$ cat config.mk
export PLATFORM = sky130hd
export DESIGN_NAME = vf_rid_mapper
export DESIGN_NICKNAME = d
export VERILOG_FILES = /design/src/rtl/vfrid_pkg.sv /design/src/rtl/vfrid_fwd_calc.sv /design/src/rtl/vfrid_divider.sv /design/src/rtl/vfrid_rev_lookup.sv /design/src/rtl/vfrid_field_split.sv /design/src/rtl/vf_rid_mapper.sv
export SDC_FILE = /design/constraint.sdc
export NUM_CORES = 1
export LEC_CHECK = 0
export ABC_AREA = 1
export ABC_CLOCK_PERIOD_IN_PS = 17540
export BUFFER_PORTS_ARGS = -buffer_cell sky130_fd_sc_hd__buf_4
export CAP_MARGIN = 20
export CORE_UTILIZATION = 30
export CTS_CLUSTER_SIZE = 10
export DETAILED_ROUTE_END_ITERATION = 8
export HOLD_SLACK_MARGIN = 0.06
export PLACE_DENSITY = 0.43
export RECOVER_POWER = 50
export SYNTH_ARGS = -nofsm -noshare
export SYNTH_HDL_FRONTEND = slang
export SYNTH_SLANG_ARGS = --single-unit
$ cat constraint.sdc
create_clock -name clk -period 17.54 [get_ports clk]
set_input_delay 3.508 -clock clk [delete_from_list [all_inputs] [get_ports clk]]
set_output_delay 3.508 -clock clk [all_outputs]
set_load 0.01 [all_outputs]
$ cat src/rtl/vfrid_pkg.sv
`timescale 1ns/1ps
package vfrid_pkg;
  localparam int RID_W    = 16;
  localparam int CNT_W    = 16;
  localparam int BUS_W    = 8;
  localparam int LEG_FN_W = 3;
  localparam int FN_W     = RID_W - BUS_W;
  localparam int DEV_W    = FN_W - LEG_FN_W;

  typedef enum logic {
    SPLIT_BDF    = 1'b0,
    SPLIT_BUS_FN = 1'b1
  } split_mode_e;
endpackage

$ cat src/rtl/vfrid_fwd_calc.sv
`timescale 1ns/1ps
module vfrid_fwd_calc #(
  parameter int RID_W = vfrid_pkg::RID_W,
  parameter int CNT_W = vfrid_pkg::CNT_W
) (
  input  logic [RID_W-1:0] pf_rid,
  input  logic [RID_W-1:0] first_ofs,
  input  logic [RID_W-1:0] stride,
  input  logic [CNT_W-1:0] num_vfs,
  input  logic             vf_en,
  input  logic [CNT_W-1:0] vf_n,
  output logic [RID_W-1:0] rid,
  output logic             ok
);
  logic [RID_W-1:0] idx0;
  logic [RID_W-1:0] span;

  always_comb begin
    idx0 = RID_W'(vf_n) - RID_W'(1);
    span = idx0 * stride;
    rid  = pf_rid + first_ofs + span;
    ok   = vf_en && (vf_n != '0) && (vf_n <= num_vfs);
  end
endmodule

$ cat src/rtl/vfrid_divider.sv
`timescale 1ns/1ps
module vfrid_divider #(
  parameter int W = vfrid_pkg::RID_W
) (
  input  logic [W-1:0] dividend,
  input  logic [W-1:0] divisor,
  output logic [W-1:0] quo,
  output logic [W-1:0] rem
);
  logic [W-1:0] part [W+1];

  assign part[0] = '0;

  for (genvar i = 0; i < W; i++) begin : g_step
    localparam int B = W - 1 - i;
    logic [W:0] trial;
    logic [W:0] diff;
    assign trial     = {part[i], dividend[B]};
    assign diff      = trial - {1'b0, divisor};
    assign quo[B]    = (trial >= {1'b0, divisor});
    assign part[i+1] = quo[B] ? diff[W-1:0] : trial[W-1:0];
  end

  assign rem = part[W];
endmodule

$ cat src/rtl/vfrid_rev_lookup.sv
`timescale 1ns/1ps
module vfrid_rev_lookup #(
  parameter int RID_W = vfrid_pkg::RID_W,
  parameter int CNT_W = vfrid_pkg::CNT_W
) (
  input  logic             clk,
  input  logic             rst_n,
  input  logic             arst_n,
  input  logic [RID_W-1:0] pf_rid,
  input  logic [RID_W-1:0] first_ofs,
  input  logic [RID_W-1:0] stride,
  input  logic [CNT_W-1:0] num_vfs,
  input  logic             vf_en,
  input  logic             req,
  input  logic [RID_W-1:0] rid,
  output logic             valid,
  output logic             hit,
  output logic [CNT_W-1:0] vf
);
  logic [RID_W-1:0] delta;
  logic [RID_W-1:0] quo;
  logic [RID_W-1:0] rem;
  logic             match;
  logic [CNT_W-1:0] vf_match;
  logic             valid_d;
  logic             hit_d;
  logic [CNT_W-1:0] vf_d;
  logic             vf_load;

  assign delta = rid - pf_rid - first_ofs;

  vfrid_divider #(.W(RID_W)) u_div (
    .dividend (delta),
    .divisor  (stride),
    .quo      (quo),
    .rem      (rem)
  );

  always_comb begin
    if (stride == '0) begin
      match    = (delta == '0) && (num_vfs != '0);
      vf_match = CNT_W'(1);
    end else begin
      match    = (rem == '0) && (CNT_W'(quo) < num_vfs) && (quo < RID_W'(num_vfs));
      vf_match = CNT_W'(quo) + CNT_W'(1);
    end
    valid_d = req;
    hit_d   = req && vf_en && match;
    vf_d    = hit_d ? vf_match : '0;
    vf_load = req;
  end

  always_ff @(posedge clk or negedge rst_n) begin
    if (!rst_n) begin
      valid <= 1'b0;
      hit   <= 1'b0;
      vf    <= '0;
    end else begin
      valid <= valid_d;
      hit   <= hit_d;
      if (vf_load) begin
        vf <= vf_d;
      end
    end
  end

  AST_DIV_EXACT: assert property (@(posedge clk) disable iff (!arst_n)
    (stride != '0) |-> ((2*RID_W)'(quo) * (2*RID_W)'(stride) + (2*RID_W)'(rem) == (2*RID_W)'(delta)));

  AST_HIT_IN_RANGE: assert property (@(posedge clk) disable iff (!arst_n)
    hit |-> (vf != '0) && (vf <= $past(num_vfs)) && valid);

  AST_OFF_NO_HIT: assert property (@(posedge clk) disable iff (!arst_n)
    !$past(vf_en) |-> !hit);

  AST_IDLE_NO_HIT: assert property (@(posedge clk) disable iff (!arst_n)
    !$past(req) |-> (!valid && !hit));

  AST_ZERO_STRIDE_ONE: assert property (@(posedge clk) disable iff (!arst_n)
    (hit && ($past(stride) == '0)) |-> (vf == CNT_W'(1)));
endmodule

$ cat src/rtl/vfrid_field_split.sv
`timescale 1ns/1ps
module vfrid_field_split
  import vfrid_pkg::*;
#(
  parameter int RID_W    = vfrid_pkg::RID_W,
  parameter int BUS_W    = vfrid_pkg::BUS_W,
  parameter int LEG_FN_W = vfrid_pkg::LEG_FN_W,
  localparam int FN_W    = RID_W - BUS_W,
  localparam int DEV_W   = FN_W - LEG_FN_W
) (
  input  split_mode_e      mode,
  input  logic [RID_W-1:0] rid,
  output logic [BUS_W-1:0] bus,
  output logic [DEV_W-1:0] dev,
  output logic [FN_W-1:0]  fn
);
  always_comb begin
    bus = rid[RID_W-1 -: BUS_W];
    case (mode)
      SPLIT_BUS_FN: begin
        dev = '0;
        fn  = rid[FN_W-1:0];
      end
      default: begin
        dev = rid[FN_W-1:LEG_FN_W];
        fn  = FN_W'(rid[LEG_FN_W-1:0]);
      end
    endcase
  end
endmodule

$ cat src/rtl/vf_rid_mapper.sv
`timescale 1ns/1ps
module vf_rid_mapper
  import vfrid_pkg::*;
(
  input  logic                clk,
  input  logic                rst_n,
  input  logic [RID_W-1:0]    cfg_pf_rid,
  input  logic [RID_W-1:0]    cfg_first_ofs,
  input  logic [RID_W-1:0]    cfg_stride,
  input  logic [CNT_W-1:0]    cfg_num_vfs,
  input  logic                cfg_vf_en,
  input  logic                cfg_ari,
  input  logic [CNT_W-1:0]    fwd_vf,
  output logic [RID_W-1:0]    fwd_rid,
  output logic                fwd_ok,
  output logic [BUS_W-1:0]    fwd_bus,
  output logic [DEV_W-1:0]    fwd_dev,
  output logic [FN_W-1:0]     fwd_fn,
  input  logic                rev_req,
  input  logic [RID_W-1:0]    rev_rid,
  output logic                rev_valid,
  output logic                rev_hit,
  output logic [CNT_W-1:0]    rev_vf
);
  localparam int SYNC_STAGES = 2;

  logic [SYNC_STAGES-1:0] rst_sync;
  logic                   rst_int_n;
  split_mode_e            split_mode;

  always_ff @(posedge clk or negedge rst_n) begin
    if (!rst_n) begin
      rst_sync <= '0;
    end else begin
      rst_sync <= {rst_sync[SYNC_STAGES-2:0], 1'b1};
    end
  end
  assign rst_int_n = rst_sync[SYNC_STAGES-1];

  assign split_mode = cfg_ari ? SPLIT_BUS_FN : SPLIT_BDF;

  vfrid_fwd_calc #(.RID_W(RID_W), .CNT_W(CNT_W)) u_fwd (
    .pf_rid    (cfg_pf_rid),
    .first_ofs (cfg_first_ofs),
    .stride    (cfg_stride),
    .num_vfs   (cfg_num_vfs),
    .vf_en     (cfg_vf_en),
    .vf_n      (fwd_vf),
    .rid       (fwd_rid),
    .ok        (fwd_ok)
  );

  vfrid_field_split #(.RID_W(RID_W), .BUS_W(BUS_W), .LEG_FN_W(LEG_FN_W)) u_split (
    .mode (split_mode),
    .rid  (fwd_rid),
    .bus  (fwd_bus),
    .dev  (fwd_dev),
    .fn   (fwd_fn)
  );

  vfrid_rev_lookup #(.RID_W(RID_W), .CNT_W(CNT_W)) u_rev (
    .clk       (clk),
    .rst_n     (rst_int_n),
    .arst_n    (rst_n),
    .pf_rid    (cfg_pf_rid),
    .first_ofs (cfg_first_ofs),
    .stride    (cfg_stride),
    .num_vfs   (cfg_num_vfs),
    .vf_en     (cfg_vf_en),
    .req       (rev_req),
    .rid       (rev_rid),
    .valid     (rev_valid),
    .hit       (rev_hit),
    .vf        (rev_vf)
  );

  AST_FWD_FIRST_VF: assert property (@(posedge clk) disable iff (!rst_n)
    (fwd_vf == CNT_W'(1)) |-> (fwd_rid == RID_W'(cfg_pf_rid + cfg_first_ofs)));

  AST_SPLIT_BDF_ROUNDTRIP: assert property (@(posedge clk) disable iff (!rst_n)
    !cfg_ari |-> ({fwd_bus, fwd_dev, fwd_fn[LEG_FN_W-1:0]} == fwd_rid) && (fwd_fn[FN_W-1:LEG_FN_W] == '0));

  AST_SPLIT_ARI_ROUNDTRIP: assert property (@(posedge clk) disable iff (!rst_n)
    cfg_ari |-> ({fwd_bus, fwd_fn} == fwd_rid) && (fwd_dev == '0));
endmodule

### Word level (Yosys, flattened, before mapping)

Index checks and enable logic that the tools add are counted.

| word-level totals | value |
|---|---|
| bits in registers | 20 |
| bits in latches | 0 |
| RAM bits | 0 |
| ROM bits | 0 |
| bits of input ports | 101 |
| output and inout bits | 56 |
| word-level logic and storage cells | 79 |
| memories | 0 |

| cells by class | value |
|---|---|
| add/sub/neg operators | 22 |
| $mul | 1 |
| div/mod/pow operators | 0 |
| magnitude comparators | 18 |
| eq/ne operators | 0 |
| shifts and indexed selects | 0 |
| muxes and demuxes | 22 |
| bitwise gates (word level) | 0 |
| reductions and logical operators | 12 |

Operator list:

| cell | number |
|---|---|
| two-way mux 16 bit | 18 |
| subtractor 16 bit | 17 |
| greater-or-equal comparator 17 x 16 -> 1 bit | 15 |
| logical NOT 16 bit | 3 |
| adder 16 bit | 2 |
| nonzero test 16 bit | 2 |
| adder 16 x 1 -> 16 bit, second input constant | 1 |
| greater-or-equal comparator 1 x 16 -> 1 bit | 1 |
| less-or-equal comparator 16 bit | 1 |
| less-than comparator 16 bit | 1 |
| multiplier 16 x 16 -> 16 bit | 1 |
| subtractor 1 x 16 -> 16 bit | 1 |
| subtractor 16 x 1 -> 16 bit, second input constant | 1 |
| two-way mux 8 bit | 1 |
| logical AND 1 bit | 7 |
| two-way mux 5 bit | 1 |
| two-way mux 1 bit | 2 |

### Depth between registers and ports, before layout

Gate-level depths: netlist of the first run.

| logic depth | value |
|---|---|
| depth after elaboration | 40 |
| depth in mapped cells | 349 |
| mapped depth without buffers | 331 |

### Hierarchy

From an unflattened synthesis of the first run, not the netlist that was laid out.

| unflattened totals | value |
|---|---|
| cells, all modules | 3638 |
| area, all modules | 22975.8 um2 |

By module, submodules not included:

| module | times used | cells an instance | area each (um2) | sequential area each (um2) |
|---|---|---|---|---|
| vfrid_divider | 1 | 2335 | 13977.2 | 0.0 |
| vfrid_fwd_calc | 1 | 792 | 5733.0 | 0.0 |
| vfrid_rev_lookup | 1 | 476 | 3042.9 | 450.4 |
| vfrid_field_split | 1 | 32 | 168.9 | 0.0 |
| vf_rid_mapper | 1 | 3 | 53.8 | 50.0 |

### Worst setup path before layout of the first run

OpenSTA, ideal clock, no wires.

| timing | value |
|---|---|
| path kind | input-to-reg |
| start point | in cfg_pf_rid[9] |
| end point | reg u_rev.vf[14] |
| setup time | 117 ps |
| arrival | 46472 ps |
| data required time | 17423 ps |
| path slack | -29049 ps |
| cell stages on the path | 331 |
| path buffers | 20 |
| path through | inv_1 fa_1 ha_1 nand2_1 inv_1 nand2_1 nand2_1 a21oi_1 nand2_1 nand2_1 nand3_4 ha_1 inv_1 nor2_1 inv_1 nand2_2 nand2_1 clkbuf_1 [... 295 more ...] nand2_1 a21oi_1 inv_1 nand2_1 nor3b_1 nand3_1 ha_1 nand2_1 inv_1 nand2_1 nor2_1 nand4_1 nor3_1 nand3_1 o21ai_0 nor2_1 nand3_1 nand2_1 |

| between the ends | value |
|---|---|
| cells in the longest elaborated chain, start to end | 40 |
| elaborated cells on any way between the ends | 61 |
| those cells by class | add/sub (19); order compare (17); mux (19); reduce/logical (6) |

RTL lines:

| what | line | text |
|---|---|---|
| from (decl) | vf_rid_mapper.sv:7 | `input logic [RID_W-1:0] cfg_pf_rid,` |
| subtractor 16 bit * (2 in a row) | vfrid_rev_lookup.sv:30 | `assign delta = rid - pf_rid - first_ofs;` |
| branches (longest 37 deep; another with subtractor 1 x 16 -> 16 bit) | n/a |  |
| two-way mux 16 bit * | vfrid_rev_lookup.sv:49 | `vf_d = hit_d ? vf_match : '0;` |
| to (signal assigned) | vfrid_rev_lookup.sv:62 | `vf <= vf_d;` |
| to (decl) | vfrid_rev_lookup.sv:18 | `output logic [CNT_W-1:0] vf` |

Mark *: on every way between the ends.
A chain may end at the register's enable or synchronous reset.

### Worst setup path in the final report of the first run

| timing | value |
|---|---|
| start point | in cfg_first_ofs[10] |
| end point | reg u_rev.vf[14] |

| between the ends | value |
|---|---|
| cells in the longest elaborated chain, start to end | 39 |
| elaborated cells on any way between the ends | 60 |
| those cells by class | add/sub (18); order compare (17); mux (19); reduce/logical (6) |

RTL lines:

| what | line | text |
|---|---|---|
| from (decl) | vf_rid_mapper.sv:8 | `input logic [RID_W-1:0] cfg_first_ofs,` |
| subtractor 16 bit * | vfrid_rev_lookup.sv:30 |  |
| branches (longest 37 deep; another with subtractor 1 x 16 -> 16 bit) | n/a |  |
| two-way mux 16 bit * | vfrid_rev_lookup.sv:49 |  |

Marked as above.

==> results of run 1 <==
## critical path, delay by kind of cell
kind                     cells  cell delay (ps)
AO/OA/AOI/OAI              113            15200
XOR/XNOR                     2              260
adder cells (fa/ha/maj)     18             5090
buffers and inverters      100            10900
AND/OR/NAND/NOR             79             8220
## per-layer routing
layer  vias up  GRT usage
li1      13485          -
met1     12662      0.346
met2       556      0.454
met3       154     0.0297
met4         2     0.0717
met5         -          0
## logic make-up (layout without fill, tap and decap cells)
group,count (synthesis),in the layout,synth area share
flip-flops,20,20,0.0236
AO/OA/AOI/OAI,609,609,0.163
AND/OR/NAND/NOR,1250,1251,0.260
buffers and inverters,628,2094,0.118
other,1,2,0.000177
adder cells (fa/ha/maj),480,480,0.332
XOR/XNOR,250,250,0.103
## Yosys cell counts, types with 9 or more instances
| cell | n |
|---|---|
| a21o_1 | 15 |
| a21oi_1 | 244 |
| a221o_1 | 13 |
| a31oi_1 | 11 |
| buf_2 | 18 |
| buf_4 | 24 |
| clkbuf_1 | 14 |
| dfrtp_1 | 20 |
| fa_1 | 138 |
| ha_1 | 342 |
| inv_1 | 557 |
| nand2_1 | 711 |
| nand2_2 | 16 |
| nand3_1 | 139 |
| nand3_2 | 9 |
| nand3_4 | 12 |
| nand3b_1 | 9 |
| nand4_1 | 39 |
| nor2_1 | 220 |
| nor2_2 | 10 |
| nor3_1 | 27 |
| nor4_1 | 16 |
| o211ai_1 | 9 |
| o21ai_0 | 162 |
| o21ai_1 | 55 |
| o21bai_1 | 53 |
| or2_2 | 19 |
| xnor2_1 | 88 |
| xor2_1 | 162 |
## final cells by class
type / instances / area, um2 / area share
multi-input cells: 2591 / 20300 / 0.566
repair buffers: 1520 / 11500 / 0.322
inverters: 567 / 2200 / 0.0614
well taps: 940 / 1180 / 0.0328
flip-flops and latches: 20 / 500 / 0.0140
clock buffers: 3 / 75.1 / 0.00210
clock inverters: 1 / 30.0 / 0.000838
repair inverters: 3 / 16.3 / 0.000454
diodes: 1 / 2.50 / 0.0000699
## per-stage QoR
step                cell area (um2)  setup slack [ps]
global route                  35800            -28470
global placement              31200            -25950
CTS                           35000            -24300
detailed placement            31200            -26980
finish                        35800            -25520
floorplan                     21900            -26400
## state kept, by name, indices dropped and copies added, names as in the netlist
name	cells
u_rev.vf	16
rst_sync	2
u_rev.valid	1
u_rev.hit	1
## final timing paths
| check | to | slack, ps | depth (start not counted) |
|---|---|---|---|
| max in group asynchronous | rst_sync[1] | 14200 | 1 |
| worst max register to register | u_rev.vf[14] | 16600 | 0 |
| worst min-delay path | rst_sync[1] | 360 | 0 |
| worst max-delay path | u_rev.vf[14] | -25520 | 312 |
| min in group asynchronous | u_rev.vf[10] | 380 | 0 |
| worst min register to register | rst_sync[1] | 360 | 0 |
## timing repair
action                     in CTS  in global routing
cloned                          6                  0
buffers inserted              326                 44
pin swaps                     270                150
setup endpoints to repair      17                 17
gates resized for setup       289                128
==> results.json, run 1 <==
{
  "status": "finished with violations",
  "violations": "setup timing",
  "hold_start": "rst_sync[0]",
  "setup-tns-final_ps": -430820,
  "antenna_found_initial": 5,
  "cpMostUsedCell": "buf_4",
  "dr_total_vias": 26859,
  "synthCells": 3238,
  "track_usage": 0.264,
  "fin_hold_ws_ps": 361,
  "dp_cells": 5267,
  "worstSetupStartpointType": "input port",
  "critPathCaptureType": "flop",
  "setup_slack_ps": -25520,
  "finalNonFillerCells": 5646,
  "synth_top_cell_area_share": 0.201,
  "rows": 97,
  "grt_max_degree": 28,
  "overflow": 0,
  "post-route-util": 0.511,
  "critPathSlowestCell": "fa_2",
  "slew_headroom": 0.389,
  "crit_type": "input port to flop",
  "synth_area_mm2": 0.0212,
  "vias_per_cell": 4.76,
  "cts_hold_buffers": 0,
  "first_pass_iters": 5,
  "area_growth_pct": 68.6,
  "final_period_minus_worst_setup_slack_ps": 43060,
  "cts_buffer_depth": 2,
  "final_common_cell": "buf_4",
  "die_w_um": 268,
  "finalSetupViolations": 17,
  "die_h_um": 268,
  "arrival_ps": 43220,
  "cts.sinks": 20,
  "first_iter_violations": 1410,
  "syn_nets": 3819,
  "core_area_mm2": 0.0700,
  "seq_area_frac_synth": 0.0236,
  "initial_core_util": 0.303,
  "crit_required_ps": 17710,
  "gp_congestion": 0.924,
  "hpwl_um": 75100,
  "synth.area.top_cells": "ha_1 20%, fa_1 13%, nand2_1 13%",
  "wl_met2_um": 44600,
  "clk_pin_slew_worst_paths_ps": 70,
  "r2r-start": "rst_sync[1]",
  "dieArea_mm2": 0.0719,
  "grt_first_pass_wirelength_um": 147000,
  "ys_async_sr_fraction": 1.00,
  "nFillCells": 6927,
  "ys_types": 55,
  "totalWireLength_um": 95900,
  "cts.root.buffer_cell": "clkbuf_16",
  "cts_tree": "built",
  "crit_start": "cfg_first_ofs[10]",
  "wirelength_met1_um": 44400,
  "io_pins": 157,
  "cpPeakStageDelay_ps": 620,
  "ant_nets": 0,
  "worstPathMaxFanout": 11,
  "cts.htree.levels": 1,
  "numCtsBuffers": 3,
  "layout-drive-gt1-share": 0.418,
  "fmax_mhz": 23.2,
  "slew_violations": 0,
  "hp-class": "flop to flop",
  "synth_top_flop_cell": "dfrtp_1",
  "wl_met3_um": 3850,
  "rsz0062_at_grt": "yes",
  "final_nets": 5287,
  "period_share": 2.45,
  "clk_latency_ps": 280,
  "skew_ps": 7.81,
  "synth_top_area_cell": "ha_1",
  "syn_area_per_cell_um2": 6.56,
  "worst_pin_slew_ps": 916,
  "grt_pass1_vias": 27396,
  "port_buffers": 156,
  "dr.max_layer_used": "met5",
  "yosysWarnings": 0,
  "drv_cap": 0,
  "layout_common_cells": "1469 x buf_4, 645 x nand2_1, 515 x inv_1",
  "drcViolationCount": 0,
  "routedWlPerCell_um": 17.0,
  "yosys_register_bits": 20,
  "hold_viol_final": 0,
  "synth_edf_count": 0
}
Power of run 1 is not shown: default switching activity piles up to over one toggle a cycle in this logic, so the estimate is an artifact.
==> run 2: changes to the inputs <==
Settings changed: CORE_MARGIN set to 2.
==> run 2 against run 1 <==
Compared with the run above: the flow still finishes with violations (setup timing); sequential share of layout area hardly changed; first-iteration DRC count is 0.21% higher; wire length is 2.9% higher; via count is 1.8% higher; sequential cell count stayed put; critical path depth is 13 higher; die area is 1.5% higher; global-route usage is 0.15 points higher.
==> results.json, run 2 (synthesized netlist as in run 1, its figures left out) <==
{
  "rsz0062_at_grt": "yes",
  "crit_required_ps": 17760,
  "dieArea_mm2": 0.0729,
  "final_nets": 5372,
  "largest_reg_flops": 16,
  "finalNonFillerCells": 5735,
  "critPathSlowestCell": "fa_2",
  "cts_tree": "built",
  "final_common_cell": "buf_4",
  "worstSetupStartpointType": "input port",
  "worstPathMaxFanout": 7,
  "grt_pass1_vias": 28223,
  "first_pass_iters": 6,
  "die_w_um": 270,
  "fin_hold_ws_ps": 353,
  "cpPeakStageDelay_ps": 640,
  "period_share": 2.48,
  "grt_max_degree": 28,
  "ant_nets": 0,
  "cts.root.buffer_cell": "clkbuf_16",
  "setup_slack_ps": -25970,
  "gp_congestion": 0.917,
  "overflow": 0,
  "largest-register": "u_rev.vf",
  "die_h_um": 270,
  "clk_latency_ps": 280,
  "worst_pin_slew_ps": 962,
  "port_buffers": 156,
  "place_ws_ps": -27040,
  "drv_cap": 0,
  "crit_type": "input port to flop",
  "hp-class": "flop to flop",
  "cts.htree.levels": 1,
  "first_iter_violations": 1413,
  "rows": 97,
  "dr_total_vias": 27355,
  "clk_pin_slew_worst_paths_ps": 70,
  "totalWireLength_um": 98700,
  "skew_ps": 8.55,
  "status": "finished with violations",
  "finalSetupViolations": 17,
  "violations": "setup timing",
  "setup-tns-final_ps": -440280,
  "numCtsBuffers": 3,
  "cts_hold_buffers": 0,
  "cts_buffer_depth": 2,
  "slew_violations": 0,
  "drcViolationCount": 0,
  "top_regs": "u_rev.vf (16), rst_sync (2)",
  "vias_per_cell": 4.77,
  "slew_headroom": 0.359,
  "area_growth_pct": 72.8,
  "track_usage": 0.265,
  "cpMostUsedCell": "buf_4",
  "dp_cells": 5259,
  "layout-drive-gt1-share": 0.433,
  "antenna_found_initial": 6,
  "routedWlPerCell_um": 17.2,
  "grt_first_pass_wirelength_um": 153000,
  "hpwl_um": 76200,
  "cts.sinks": 20,
  "fmax_mhz": 23.0,
  "critPathCaptureType": "flop",
  "hold_viol_final": 0,
  "arrival_ps": 43730,
  "final_period_minus_worst_setup_slack_ps": 43510,
  "core_area_mm2": 0.0700,
  "layout_common_cells": "1546 x buf_4, 642 x nand2_1, 508 x inv_1",
  "io_pins": 157,
  "initial_core_util": 0.303
}
[run 2: cell count changes in the layout (fill, tap and decap cells not counted), sizes merged]
cell    previous run  this run
buf             1501      1586
diode              1         5
clkinv             4         5
inv              566       565
[run 2: metal layers]
layer  global-route usage  vias up  part of all wire
met5                    0        -           0.00013
met4               0.0904        2             0.035
met3               0.0379      180             0.048
met2                0.448      612              0.46
met1                0.345    12887              0.45
li1                     -    13674                 -
[run 2: through the flow]
step / utilization / cell area [um2]
final: 0.524 / 36700
after CTS: 0.508 / 35500
after floorplan: - / 21900
after global placement: 0.445 / 31200
after detailed placement: 0.445 / 31200
after global routing: 0.524 / 36700
[run 2: final timing paths]
path,start,to,slack [ps],cells after the start
min in group asynchronous,rst_sync[1],u_rev.vf[14],390,0
max in group asynchronous,rst_n,rst_sync[1],14180,1
min reg2reg,rst_sync[0],rst_sync[1],350,0
min,rst_sync[0],rst_sync[1],350,0
max reg2reg,rst_sync[1],u_rev.vf[6],16560,0
max,rev_rid[10],u_rev.vf[14],-25970,325
[run 2: layout make-up]
cell class	count	area (um2)
Inverter	567	2210
Timing Repair inverter	3	16.3
Antenna cell	5	12.5
Tap cell	940	1180
Timing Repair Buffer	1605	12200
Clock inverter	1	30.0
Clock buffer	3	75.1
Multi-Input combinational cell	2591	20500
Sequential cell	20	500
Fill cell	6803	33300
[run 2: repair_timing]
action | in CTS | in global routing
setup buffers | 397 | 66
gates resized for setup | 305 | 160
gates cloned | 6 | 0
pin swaps | 252 | 167
setup endpoints to repair | 17 | 17
[run 2: worst max-delay path, delay by kind of cell]
kind	cells	cell delay, ps
AOI/OAI and AO/OA	93	12340
xor gates and xnor gates	4	510
adders and majority gates	16	4550
buffers and inverters	131	14640
and+or+nand+nor	81	8070
Power of run 2 is left out for the same reason.
